===== src/rtl/sect_pkg.sv =====
package sect_pkg;
  typedef enum logic [1:0] {
    CMD_OTHER = 2'd0,
    CMD_SECT  = 2'd1,
    CMD_SUSP  = 2'd2,
    CMD_RSVD  = 2'd3
  } cmd_e;

  typedef enum logic [1:0] {
    ST_READ  = 2'd0,
    ST_WIN   = 2'd1,
    ST_ERASE = 2'd2
  } st_e;
endpackage


===== src/rtl/sect_tmr.sv =====
module sect_tmr #(
  parameter int unsigned LIMIT = 50
) (
  input  logic clk_i,
  input  logic rst_ni,
  input  logic run_i,
  input  logic restart_i,
  input  logic tick_i,
  output logic expire_o
);
  localparam int unsigned CW = (LIMIT > 1) ? $clog2(LIMIT) : 1;
  localparam logic [CW-1:0] LAST = CW'(LIMIT - 1);

  logic [CW-1:0] cnt_q;

  assign expire_o = run_i && tick_i && (cnt_q == LAST);

  always_ff @(posedge clk_i or negedge rst_ni) begin
    if (!rst_ni)                  cnt_q <= '0;
    else if (restart_i || !run_i) cnt_q <= '0;
    else if (tick_i)              cnt_q <= cnt_q + 1'b1;
  end
endmodule


===== src/rtl/sect_map.sv =====
module sect_map #(
  parameter int unsigned N  = 8,
  parameter int unsigned IW = 3
) (
  input  logic          clk_i,
  input  logic          rst_ni,
  input  logic          clr_i,
  input  logic          set_i,
  input  logic [IW-1:0] idx_i,
  output logic [N-1:0]  map_o
);
  for (genvar g = 0; g < N; g++) begin : g_bit
    logic hit;
    assign hit = set_i && (idx_i == IW'(g));
    always_ff @(posedge clk_i or negedge rst_ni) begin
      if (!rst_ni)    map_o[g] <= 1'b0;
      else if (clr_i) map_o[g] <= hit;
      else if (hit)   map_o[g] <= 1'b1;
    end
  end
endmodule


===== src/rtl/sect_fsm.sv =====
module sect_fsm
  import sect_pkg::*;
(
  input  logic clk_i,
  input  logic rst_ni,
  input  logic cmd_valid_i,
  input  cmd_e cmd_i,
  input  logic expire_i,
  input  logic done_i,
  output logic map_clr_o,
  output logic map_set_o,
  output logic restart_o,
  output logic run_o,
  output logic start_o,
  output logic erase_o
);
  st_e  st_q, st_d;
  logic start_d;

  always_comb begin
    st_d      = st_q;
    start_d   = 1'b0;
    map_clr_o = 1'b0;
    map_set_o = 1'b0;
    restart_o = 1'b0;
    unique case (st_q)
      ST_READ: if (cmd_valid_i && cmd_i == CMD_SECT) begin
        map_clr_o = 1'b1;
        map_set_o = 1'b1;
        restart_o = 1'b1;
        st_d      = ST_WIN;
      end
      ST_WIN: begin
        if (expire_i) begin
          // expiry wins over a command on the same cycle
          st_d    = ST_ERASE;
          start_d = 1'b1;
        end else if (cmd_valid_i) begin
          unique case (cmd_i)
            CMD_SECT: begin
              map_set_o = 1'b1;
              restart_o = 1'b1;
            end
            CMD_SUSP: begin
              st_d    = ST_ERASE;
              start_d = 1'b1;
            end
            default: begin
              map_clr_o = 1'b1;
              st_d      = ST_READ;
            end
          endcase
        end
      end
      ST_ERASE: if (done_i) begin
        map_clr_o = 1'b1;
        st_d      = ST_READ;
      end
      default: st_d = ST_READ;
    endcase
  end

  always_ff @(posedge clk_i or negedge rst_ni) begin
    if (!rst_ni) begin
      st_q    <= ST_READ;
      start_o <= 1'b0;
    end else begin
      st_q    <= st_d;
      start_o <= start_d;
    end
  end

  assign run_o   = (st_q == ST_WIN);
  assign erase_o = (st_q == ST_ERASE);
endmodule


===== src/rtl/sect_collect.sv =====
module sect_collect
  import sect_pkg::*;
#(
  parameter int unsigned NUM_SECT   = 8,
  parameter int unsigned TIMEOUT_US = 50,
  localparam int unsigned SW = (NUM_SECT > 1) ? $clog2(NUM_SECT) : 1
) (
  input  logic                clk_i,
  input  logic                rst_ni,
  input  logic                cmd_valid_i,
  input  logic [1:0]          cmd_i,
  input  logic [SW-1:0]       sector_i,
  input  logic                tick_i,
  input  logic                done_i,
  output logic [NUM_SECT-1:0] sector_map_o,
  output logic                start_o,
  output logic                expired_o
);
  logic map_clr, map_set, tmr_restart, win_open, tmr_expire;

  sect_fsm i_fsm (
    .clk_i      (clk_i),
    .rst_ni     (rst_ni),
    .cmd_valid_i(cmd_valid_i),
    .cmd_i      (cmd_e'(cmd_i)),
    .expire_i   (tmr_expire),
    .done_i     (done_i),
    .map_clr_o  (map_clr),
    .map_set_o  (map_set),
    .restart_o  (tmr_restart),
    .run_o      (win_open),
    .start_o    (start_o),
    .erase_o    (expired_o)
  );

  sect_tmr #(.LIMIT(TIMEOUT_US)) i_tmr (
    .clk_i    (clk_i),
    .rst_ni   (rst_ni),
    .run_i    (win_open),
    .restart_i(tmr_restart),
    .tick_i   (tick_i),
    .expire_o (tmr_expire)
  );

  sect_map #(.N(NUM_SECT), .IW(SW)) i_map (
    .clk_i (clk_i),
    .rst_ni(rst_ni),
    .clr_i (map_clr),
    .set_i (map_set),
    .idx_i (sector_i),
    .map_o (sector_map_o)
  );
endmodule


===== config.mk =====
export PLATFORM = sky130hd
export DESIGN_NAME = sect_collect
export DESIGN_NICKNAME = d
export VERILOG_FILES = /design/src/rtl/sect_pkg.sv /design/src/rtl/sect_tmr.sv /design/src/rtl/sect_map.sv /design/src/rtl/sect_fsm.sv /design/src/rtl/sect_collect.sv
export SDC_FILE = /design/constraint.sdc
export NUM_CORES = 1
export LEC_CHECK = 0
export BUFFER_PORTS_ARGS = -buffer_cell sky130_fd_sc_hd__buf_4
export CORE_MARGIN = 3
export CORE_UTILIZATION = 40
export DETAILED_ROUTE_END_ITERATION = 10
export SLEW_MARGIN = 20
export SYNTH_ARGS = -nofsm -noshare
export SYNTH_HDL_FRONTEND = slang
export SYNTH_SLANG_ARGS = --single-unit
export TNS_END_PERCENT = 50

===== constraint.sdc =====
create_clock -name clk_i -period 1.3 [get_ports clk_i]
set_input_delay 0.26 -clock clk_i [delete_from_list [all_inputs] [get_ports clk_i]]
set_output_delay 0.26 -clock clk_i [all_outputs]
set_load 0.02 [all_outputs]

==> summary.md <==
| Metric | Value |
|---|---|
| Most common cell after layout, fill and taps aside | `buf_4` |
| Initial core utilization | `0.445` |
| Placer Congestion | `between 0.7 and 0.8` |
| R2R Setup Slk | `-0.07 ns` |
| Antenna diode count | `0` |
| First-pass GRT wire length | `3790 um` |
| # H-tree levels | `1` |
| Gr usage total | `0.181` |
| WP data arrival | `between 1.5 and 2 ns` |
| Mean cell area of the mapped netlist | `roughly 11 um2` |
| Final Max Slew Viols | `0` |
| Post-Synthesis Cells | `86` |
| Number of port buffers | `19` |
| Inserted Clock Buffers | `3` |
| Post-route minimum period | `1.37 ns` |
| Worst Skew | `between 0.002 and 0.0025 ns` |
| Pwr/cell area | `835 nW/um2` |
| CP endpoint kind | `flip-flop` |
| Initial antenna violation count | `0` |
| Clock Path Buffers | `2` |
| Slowest stage delay, CP | `0.40 ns` |
| HP Start | `sector_i[1]` |
| Worst slew margin | `0.770` |
| Routed length per instance | `14.3 um` |
| Die outline height | `53.9 um` |
| Buffer and inverter count on the worst path | `1` |
| Vias in the first global route | `826` |
| Fillers | `160` |
| Worst skew pair latency | `0.28 ns` |
| Syn nets | `100` |
| Failing checks | `setup timing` |
| Crit-path leading delay family | `compound AO/OA/AOI/OAI gates` |
| GRT overflow | `0` |
| # nets final | `140` |
| RR Endpoint | `i_tmr.cnt_q[1]$_DFFE_PN0P_` |
| Final setup violation count | `16` |
| Pleak | `0.000658 uW` |
| Clk root buf | `clkbuf_4` |
| Routed WL | `2180 um` |
| CTS tree | `yes` |
| Worst min path class | `input port to flip-flop` |
| Clk sinks | `17` |
| PnR worst setup slack | `-0.0667 ns` |
| Fin crit share | `1.05` |
| Hpwl dp | `~1500 um` |
| # IOs | `20` |
| Dpl ws | `-0.192 ns` |
| Via density per instance | `~5.5` |
| Commonest cells after routing, fill and taps aside | `buf_4 (31), dfrtp_1 (15), nand3_1 (7)` |
| Worst VDD drop | `0.000745 V` |
| Worst hold slack | `0.208 ns` |
| Routed Antenna Nets | `0` |
| Post-synthesis cell type count | `34` |
| CP cell instances | `inv_2 -> ha_4 -> nand4b_4 -> o211a_4 -> a2111oi_4` |
| Max FO, Critical Path | `6` |
| WP data required | `1.49 ns` |
| Hold Path Stages | `2` |
| P&R area growth vs syn | `48.0%` |
| Fmax | `732 MHz` |
| R2R depth | `5` |
| WP depth | `5` |
| FP Rows | `16` |
| Setup TNS | `-0.562 ns` |
| Hold endpoint | `i_map.map_o[0]$_DFFE_PN0P_` |
| Cell Area, Synth | `917 um2` |
| Kind of critical path | `flip-flop to flip-flop` |
| Largest net degree at the start of global routing | `18` |
| Yosys reg bits | `17` |
| CTS clk-pin slew, worst paths | `0.10 ns` |
| DRC | `0` |
| Vias | `829` |
| Post-layout util | `0.658` |
| Die area | `2900 um2` |
| Starting DRT DRC Count | `14` |
| Share of post-route cells with drive strength above 1 | `0.464` |
| Status | `finished, violations left` |
| Slowest stage cell, crit path | `dfrtp_1` |
| Pre-Repair DR Iteration Count | `4` |
| RSZ-0062 raised after global routing | `yes` |
| Die X | `about 54 um` |
| Worst-Margin Slew | `0.345 ns` |
| Placeable Area | `2060 um2` |
| Number of max-cap violations | `0` |
| Final Hold Fails | `0` |
| Ys Warns | `0` |
| Startpoint types | `flip-flop` |
| Worst r2r src | `i_tmr.cnt_q[1]$_DFFE_PN0P_` |
| Sequential area share after synthesis | `0.464` |
cell families after synthesis:
group / count (synthesis) / synth area share
fa+ha+maj: 4 / 0.0546
flops: 17 / 0.464
xor+xnor: 4 / 0.0382
compound gates: 19 / 0.172
mux: 1 / 0.0109
buf+inv: 6 / 0.0273
simple gates: 35 / 0.233
metrics by stage:
| step | area (um2) | instances | total power [uW] |
|---|---|---|---|
| floorplan | 947 | 86 | 713 |
| global placement | 1200 | 142 | 826 |
| detailed placement | 1200 | 142 | 831 |
| CTS | 1350 | 152 | 1140 |
| global route | 1360 | 152 | 1190 |
| finish | 1360 | 152 | 1130 |
what timing repair did:
item | in CTS | in global routing
setup endpoints to repair | 15 | 17
hold endpoints to repair | 17 | 0
gates resized for setup | 18 | 3
gates cloned | 1 | 0
hold buffers | 1 | 0
pin swaps | 6 | 0
buffers inserted | 4 | 0
Yosys cell counts:
cell / n / area (um2)
a2111oi_2: 1 / 15.0
a211oi_1: 1 / 7.51
a32o_1: 2 / 20.0
and2_1: 1 / 6.26
and4b_1: 1 / 10.0
buf_2: 2 / 10.0
dfrtp_1: 17 / 425
ha_1: 4 / 50.1
inv_1: 4 / 15.0
mux2i_1: 1 / 10.0
nand2_1: 4 / 15.0
nand2b_1: 3 / 18.8
nand3_1: 7 / 35.0
nand3b_1: 1 / 7.51
nand4_1: 2 / 12.5
nand4b_2: 1 / 15.0
nand4bb_1: 2 / 22.5
nor2_1: 3 / 11.3
nor2b_1: 2 / 12.5
nor3_1: 5 / 25.0
nor4bb_1: 1 / 10.0
o2111a_1: 1 / 11.3
o2111ai_1: 1 / 8.76
o211a_4: 1 / 17.5
o211ai_1: 1 / 7.51
o21a_1: 1 / 7.51
o21ai_0: 4 / 20.0
o221ai_1: 1 / 8.76
o22ai_1: 4 / 25.0
o32ai_1: 1 / 8.76
or2_2: 1 / 6.26
or3_1: 1 / 6.26
xnor2_1: 1 / 8.76
xor2_1: 3 / 26.3
worst reg2reg max path, stage by stage (launching register included):
cell and delay, ns:
dfrtp_1 0.40, inv_2 0.08, ha_4 0.16, nand4b_4 0.14, o211a_4 0.30, a2111oi_4 0.18
worst max path at each step:
stage / startpoint / to / slack (ns)
2_1_floorplan: i_tmr.cnt_q[1]$_DFFE_PN0P_ / i_tmr.cnt_q[1]$_DFFE_PN0P_ / -0.04
3_5_place_dp: cmd_i[1] / i_map.map_o[0]$_DFFE_PN0P_ / -0.19
5_1_grt: i_tmr.cnt_q[1]$_DFFE_PN0P_ / i_tmr.cnt_q[1]$_DFFE_PN0P_ / -0.14
6_report: i_tmr.cnt_q[1]$_DFFE_PN0P_ / i_tmr.cnt_q[1]$_DFFE_PN0P_ / -0.07
4_1_cts: i_fsm.st_q[1]$_DFFE_PN0P_ / expired_o / -0.06
3_3_place_gp: cmd_i[1] / i_map.map_o[0]$_DFFE_PN0P_ / -0.1
state kept, by name (all words and copies together) (netlist names):
name and flops:
i_map.map_o 8, i_fsm.start_o 1, i_tmr.cnt_q 6, i_fsm.st_q 2
per-layer routing:
layer | wire length [um] | global-route usage | part of all wire | vias to the layer above
met5 | 0 | 0 | 0 | -
met4 | 18 | 0.0383 | 0.0083 | 0
met3 | 79 | 0.0443 | 0.036 | 2
met2 | 1050 | 0.306 | 0.48 | 16
met1 | 1030 | 0.231 | 0.47 | 401
li1 | - | - | - | 410
report_power, final:
part	switching [uW]	total, uW	internal [uW]	leakage (uW)
Clock	158	277	119	0.0000150
Sequential	26.8	587	560	0.000230
Combinational	136	270	135	0.000413
Total	320	1130	814	0.000658
area by class of cell:
| cell class | instances | area, um2 | area share |
|---|---|---|---|
| repair buffers | 36 | 288 | 0.212 |
| clock buffers | 4 | 26.3 | 0.0194 |
| inverters | 4 | 15.0 | 0.0111 |
| multi-input cells | 64 | 567 | 0.418 |
| flip-flops and latches | 17 | 428 | 0.315 |
| well taps | 27 | 33.8 | 0.0249 |
No activity file was read; power rests on OpenSTA's default activity.
